===== config.mk =====
export PLATFORM = sky130hd
export DESIGN_NAME = status_flags_unit
export DESIGN_NICKNAME = d
export VERILOG_FILES = /design/src/rtl/sf_pkg.sv /design/src/rtl/sf_result_eval.sv /design/src/rtl/sf_bit_decode.sv /design/src/rtl/sf_next_state.sv /design/src/rtl/status_flags_unit.sv
export SDC_FILE = /design/constraint.sdc
export NUM_CORES = 1
export LEC_CHECK = 0
export ABC_AREA = 1
export CAP_MARGIN = 20
export CORE_AREA = 2 2 39 41
export DETAILED_ROUTE_END_ITERATION = 10
export DIE_AREA = 0 0 41 43
export DONT_BUFFER_PORTS = 1
export GPL_ROUTABILITY_DRIVEN = 0
export GPL_TIMING_DRIVEN = 0
export PLACE_DENSITY = 0.62
export SYNTH_ARGS = -nofsm -noshare
export SYNTH_HDL_FRONTEND = slang
export SYNTH_SLANG_ARGS = --single-unit

===== constraint.sdc =====
create_clock -name clk_i -period 0.9 [get_ports clk_i]
set_input_delay 0.27 -clock clk_i [delete_from_list [all_inputs] [get_ports clk_i]]
set_output_delay 0.27 -clock clk_i [all_outputs]
set_load 0.005 [all_outputs]

===== src/rtl/sf_pkg.sv =====
package sf_pkg;
  localparam int FLAG_CNT  = 8;
  localparam int FLAG_IDX_W = $clog2(FLAG_CNT);

  // bit positions inside the packed status byte
  localparam int FLG_C = 0;
  localparam int FLG_Z = 1;
  localparam int FLG_N = 2;
  localparam int FLG_V = 3;
  localparam int FLG_S = 4;
  localparam int FLG_H = 5;
  localparam int FLG_T = 6;
  localparam int FLG_I = 7;

  typedef logic [FLAG_CNT-1:0] flags_t;
endpackage


===== src/rtl/sf_result_eval.sv =====
module sf_result_eval #(
  parameter int RES_W = 8
) (
  input  logic [RES_W-1:0] res_i,
  input  logic             ovf_held_i,
  output logic             neg_o,
  output logic             zero_o,
  output logic             sign_o
);
  always_comb begin
    neg_o  = res_i[RES_W-1];
    zero_o = ~|res_i;
    // sign uses the overflow already stored, not a fresh one
    sign_o = res_i[RES_W-1] ^ ovf_held_i;
  end
endmodule


===== src/rtl/sf_bit_decode.sv =====
module sf_bit_decode #(
  parameter int N     = 8,
  parameter int IDX_W = $clog2(N)
) (
  input  logic             en_i,
  input  logic [IDX_W-1:0] idx_i,
  output logic [N-1:0]     mask_o
);
  for (genvar g = 0; g < N; g++) begin : g_dec
    assign mask_o[g] = en_i && (idx_i == IDX_W'(g));
  end
endmodule


===== src/rtl/sf_next_state.sv =====
module sf_next_state
  import sf_pkg::*;
(
  input  flags_t cur_i,
  input  logic   load_all_i,
  input  flags_t load_byte_i,
  input  flags_t bit_mask_i,
  input  logic   bit_val_i,
  input  logic   res_vld_i,
  input  logic   neg_i,
  input  logic   zero_i,
  input  logic   sign_i,
  output flags_t nxt_o
);
  for (genvar g = 0; g < FLAG_CNT; g++) begin : g_bit
    logic res_upd;
    logic res_val;

    if (g == FLG_N) begin : g_n
      assign res_upd = res_vld_i;
      assign res_val = neg_i;
    end else if (g == FLG_Z) begin : g_z
      assign res_upd = res_vld_i;
      assign res_val = zero_i;
    end else if (g == FLG_S) begin : g_s
      assign res_upd = res_vld_i;
      assign res_val = sign_i;
    end else begin : g_keep
      assign res_upd = 1'b0;
      assign res_val = 1'b0;
    end

    // priority: byte load > single-flag load > result update
    always_comb begin
      nxt_o[g] = cur_i[g];
      if (res_upd)       nxt_o[g] = res_val;
      if (bit_mask_i[g]) nxt_o[g] = bit_val_i;
      if (load_all_i)    nxt_o[g] = load_byte_i[g];
    end
  end
endmodule


===== src/rtl/status_flags_unit.sv =====
module status_flags_unit
  import sf_pkg::*;
#(
  parameter int RES_W = 8
) (
  input  logic                  clk_i,
  input  logic                  rst_ni,
  input  logic                  load_all_i,
  input  logic [FLAG_CNT-1:0]   load_byte_i,
  input  logic                  load_bit_i,
  input  logic [FLAG_IDX_W-1:0] bit_sel_i,
  input  logic                  bit_val_i,
  input  logic                  res_vld_i,
  input  logic [RES_W-1:0]      res_data_i,
  output logic [FLAG_CNT-1:0]   status_o,
  output logic                  irq_en_o,
  output logic                  xfer_o,
  output logic                  half_c_o,
  output logic                  sign_o,
  output logic                  ovf_o,
  output logic                  neg_o,
  output logic                  zero_o,
  output logic                  carry_o
);
  flags_t flags_q, flags_d, bit_mask;
  logic   res_neg, res_zero, res_sign;

  sf_result_eval #(.RES_W(RES_W)) u_eval (
    .res_i      (res_data_i),
    .ovf_held_i (flags_q[FLG_V]),
    .neg_o      (res_neg),
    .zero_o     (res_zero),
    .sign_o     (res_sign)
  );

  sf_bit_decode #(.N(FLAG_CNT), .IDX_W(FLAG_IDX_W)) u_dec (
    .en_i   (load_bit_i),
    .idx_i  (bit_sel_i),
    .mask_o (bit_mask)
  );

  sf_next_state u_nxt (
    .cur_i       (flags_q),
    .load_all_i  (load_all_i),
    .load_byte_i (load_byte_i),
    .bit_mask_i  (bit_mask),
    .bit_val_i   (bit_val_i),
    .res_vld_i   (res_vld_i),
    .neg_i       (res_neg),
    .zero_i      (res_zero),
    .sign_i      (res_sign),
    .nxt_o       (flags_d)
  );

  always_ff @(posedge clk_i or negedge rst_ni) begin
    if (!rst_ni) flags_q <= '0;
    else         flags_q <= flags_d;
  end

  assign status_o = flags_q;
  assign irq_en_o = flags_q[FLG_I];
  assign xfer_o   = flags_q[FLG_T];
  assign half_c_o = flags_q[FLG_H];
  assign sign_o   = flags_q[FLG_S];
  assign ovf_o    = flags_q[FLG_V];
  assign neg_o    = flags_q[FLG_N];
  assign zero_o   = flags_q[FLG_Z];
  assign carry_o  = flags_q[FLG_C];
endmodule


# Word level (Yosys, flattened, before mapping)
# Cells that the tools add are included.
# totals
register_bits	8
output_inout_bits	16
# classes
muxes	19
bitwise	1
n_eq_ne	7
reduce_logical	19
# ops
operator	count
1-bit two-way mux	19
3-bit == test, second input constant	4
2-bit nonzero test	5
3-bit nonzero test	3
1-bit logical AND	8
8-bit OR reduction	1
3-bit by 2-bit == test with 1-bit output, second input constant	2
3-bit by 1-bit == test with 1-bit output, second input constant	1
3-bit logical NOT	1
1-bit logical NOT	1
1-bit XOR	1

# Logic depth before layout (Yosys ltp)
# logic_depth
word_depth	5
mapped_depth	8
depth_no_buf	8

# Cells and area by module
# Synthesis repeated with hierarchy kept, for this count alone.
# unflattened
cells_unflattened	95
area_unflattened_um2	591.8
# by_module_without_submodules
module	cells_each	n_inst	area_each_um2	seq_area_each_um2
status_flags_unit	16	1	260.2	200.2
sf_next_state	53	1	222.7	0.0
sf_bit_decode	17	1	63.8	0.0
sf_result_eval	9	1	45.0	0.0

# Worst setup path before layout
# No wires, ideal clock.
# synth_timing
path_type	input port to flip-flop
start	in load_bit_i
end	reg flags_q[1], in the netlist status_o[1]
stages	7
slack_ps	11
t_arrival_ps	772
path_cell_list	inv_2 nor2_2 nand2_1 nand2_1 nand3_1 nor2_1 nor2_1
# synth_via
elab_chain_cells	3
elab_cells_between_ends	4
cone_classes	2 x mux; 2 x reduce/logical
# synth_rtl
item	line	source
start: declaration	status_flags_unit.sv:10	input logic load_bit_i,
1-bit logical AND *	sf_bit_decode.sv:10	assign mask_o[g] = en_i && (idx_i == IDX_W'(g));
1-bit two-way mux	sf_next_state.sv:37	if (bit_mask_i[g]) nxt_o[g] = bit_val_i;
1-bit two-way mux	sf_next_state.sv:38	if (load_all_i) nxt_o[g] = load_byte_i[g];
end signal: assignment	status_flags_unit.sv:57	else flags_q <= flags_d;
end: declaration	status_flags_unit.sv:25	flags_t flags_q, flags_d, bit_mask;
# Every way passes the cells marked *; elsewhere a longest branch is shown, timed or not.
# A chain may end at the register's enable or synchronous reset.

# Worst setup path after layout
# layout_timing
start	reg flags_q[3], in the netlist status_o[3]
end	out status_o[3]
# layout_lines
item	line	source
end: declaration	status_flags_unit.sv:15	output logic [FLAG_CNT-1:0] status_o,
# No word-level cell between the ends.

==> metrics.csv <==
metric,value,unit
outcome,"complete, but fails checks",
violations,negative setup slack,
synth_top_area_share,34.3,%
syn_area,583,µm²
port_buffers,0,
crit_buf_inv,1,
grt_max_degree,11,
setup_viol,17,
r2r_slack,-0.04,ns
power,0.992,mW
period_minus_slack,1.10,ns
rows,14,
largest_register_ffs,8,
via_count,566,
num-fill-cells,156,
muxShareOfSynthArea,0,%
antenna_cells,0,
synth_area_per_cell,6.70,µm²
power_density,1490,nW/µm²
cp_num_cells,1,
antenna_found_initial,0,
synth_compound_area_share,14.4,%
synth_top_family_by_area,simple AND/OR/NAND/NOR gates,
syn_nets,112,
grt_pass1_vias,482,
ys_ff_latch,8,
use_met1,22.6,%
first_iter_violations,6,
core_area,1380,µm²
track_usage,17.3,%
setup.worst_path.end,status_o[3],
hold_viol,0,
crit_path_max_incr_delay,0.44,ns
start_kind,register,
grt.busiest_layer,met2,
insertion_delay,0.26,ns
die_y,43,µm
place_inst,103,
fmax,0.909,GHz
fp.dieW,41,µm
ant_nets,0,
crit_path_top_delay_cell,dfrtp_2,
synthAdderAreaFrac,0,%
cts-root-buf,clkbuf_4,
h-tree-depth,1,
ir_drop,0.816,mV
cp_top_family,flip-flops,
finalNonFillerCells,107,
synth_area_leaders,"dfrtp_1 (34%), nand2_1 (13%), buf_4 (10%)",
yosys.area_share.xor_xnor,1.50,%
r2r_start,status_o[3]$_DFFE_PN0P_,
numCtsBuffers,3,
syn_to_final_growth,14.4,%
required,0.63,ns
rsz0062_at_grt,true,
cp-startpoint,status_o[3]$_DFFE_PN0P_,
start_util,42.1,%
synthSimpleGateAreaFrac,33.7,%
syn_inst,87,
wire_per_inst,12.5,µm
cts_sinks,8,
critPathKind,register to primary output,
drv_slew,0,
period_share,122,%
skew,0.0000298,ns
hold_class,input port to register,
fin_hold_ws,0.205,ns
firstDrtPassIters,4,
finalWirelength,1.33,mm
die_area,1760,µm²
cts_buffer_depth,2,
power.leakage,0.317,nW
path_max_fanout,4,
nNetsFinal,118,
drc,0,
viasPerCell,5.29,
synth.largest_area_cell,dfrtp_1,
grt_overflow_total,0,
use_met2,24.4,%
rr_worst_depth,5,
grt_pass1_wl,2.03,mm
tightest_slew,0.396,ns
slew_headroom,73.5,%
critPathCaptureType,primary output,
ys_seq_area_share,34.3,%
drive_gt1_share,20.9,%
worstPathArrival,0.83,ns
worstPathCellList,buf_6,
layout_setup_ws,-0.200,ns
reg2reg_to,status_o[4]$_DFFE_PN0P_,
synthDistinctLibCells,15,
synth_warnings,0,
dpl.hpwl,1.04,mm
maxCapViolCount,0,
cts_tree,built,
grtUsageMet3,6.28,%
ios,41,
clk_pin_slew_worst_paths,0.06,ns
[area by class of cell]
cell class | instances | area (µm²) | area share [%]
Clock buffer | 3 | 22.5 | 3.38
Timing Repair Buffer | 1 | 10.0 | 1.50
Tap cell | 16 | 20.0 | 3.00
Sequential cell | 8 | 201 | 30.2
Buffer | 9 | 101 | 15.2
Inverter | 6 | 22.5 | 3.38
Multi-Input combinational cell | 64 | 289 | 43.3
[report_power, final]
| group | switching [mW] | total (mW) | leakage [nW] | internal (mW) |
|---|---|---|---|---|
| Sequential | 0.0505 | 0.453 | 0.0934 | 0.402 |
| Combinational | 0.110 | 0.243 | 0.210 | 0.133 |
| Clock | 0.143 | 0.297 | 0.0138 | 0.154 |
| Total | 0.303 | 0.992 | 0.317 | 0.689 |
[layout by cell type (no fill, tap or decap)]
| cell type | instances |
|---|---|
| o211ai_1 | 1 |
| a31oi_1 | 1 |
| dfrtp_1 | 7 |
| nand2_1 | 20 |
| buf_6 | 9 |
| a21oi_1 | 11 |
| nor3_1 | 1 |
| nor2_2 | 3 |
| xor2_1 | 1 |
| nand3_1 | 9 |
| inv_1 | 3 |
| inv_2 | 3 |
| dfrtp_2 | 1 |
| o21ai_1 | 3 |
| clkbuf_4 | 3 |
| nor2_1 | 14 |
| dlygate4sd3_1 | 1 |
[what timing repair did]
item,in CTS,in global routing
hold endpoints to repair,8,0
endpoints found under the setup margin,17,17
resized for setup,8,1
pin swaps,1,0
setup buffers,0,0
hold buffers,1,0
[cells by family (layout without fill, tap and decap cells)]
family	after synthesis	in the layout
AO/OA/AOI/OAI	16	16
XOR/XNOR	1	1
flip-flops	8	8
buffers and inverters	15	19
AND/OR/NAND/NOR	47	47
[routing by layer]
layer	routed length (µm)	part of all wire [%]
met5	0	0
met3	148	11
met2	612	46
met1	553	41
met4	19	1.4
[metrics by stage]
stage,TNS (ns),setup WS [ns],area [µm²],util [%]
finish,-1.83,-0.200,667,48.2
global route,-2.16,-0.224,667,48.2
CTS,-1.85,-0.211,666,48.1
detailed placement,-0.183,-0.0932,603,43.6
global placement,-0.155,-0.0723,603,43.6
floorplan,0,0.0113,583,-
[synth_stat cells, drive strengths merged]
master / number
o211ai: 1
nand2: 20
a21oi: 11
nor2: 17
xor2: 1
a31oi: 1
buf: 9
nor3: 1
o21ai: 3
nand3: 9
dfrtp: 8
inv: 6
[how the worst min path moves through the flow]
stage / from / to / slack (ns) / cells after the start
finish: load_byte_i[3] / status_o[3]$_DFFE_PN0P_ / 0.20 / 2
global route: load_byte_i[3] / status_o[3]$_DFFE_PN0P_ / 0.24 / 2
CTS: load_byte_i[3] / status_o[3]$_DFFE_PN0P_ / 0.21 / 2
detailed placement: rst_ni / status_o[4]$_DFFE_PN0P_ / -0.03 / 0
global placement: rst_ni / status_o[4]$_DFFE_PN0P_ / -0.03 / 0
floorplan: rst_ni / status_o[0]$_DFFE_PN0P_ / -0.03 / 0
(Power assumes the default switching activity.)
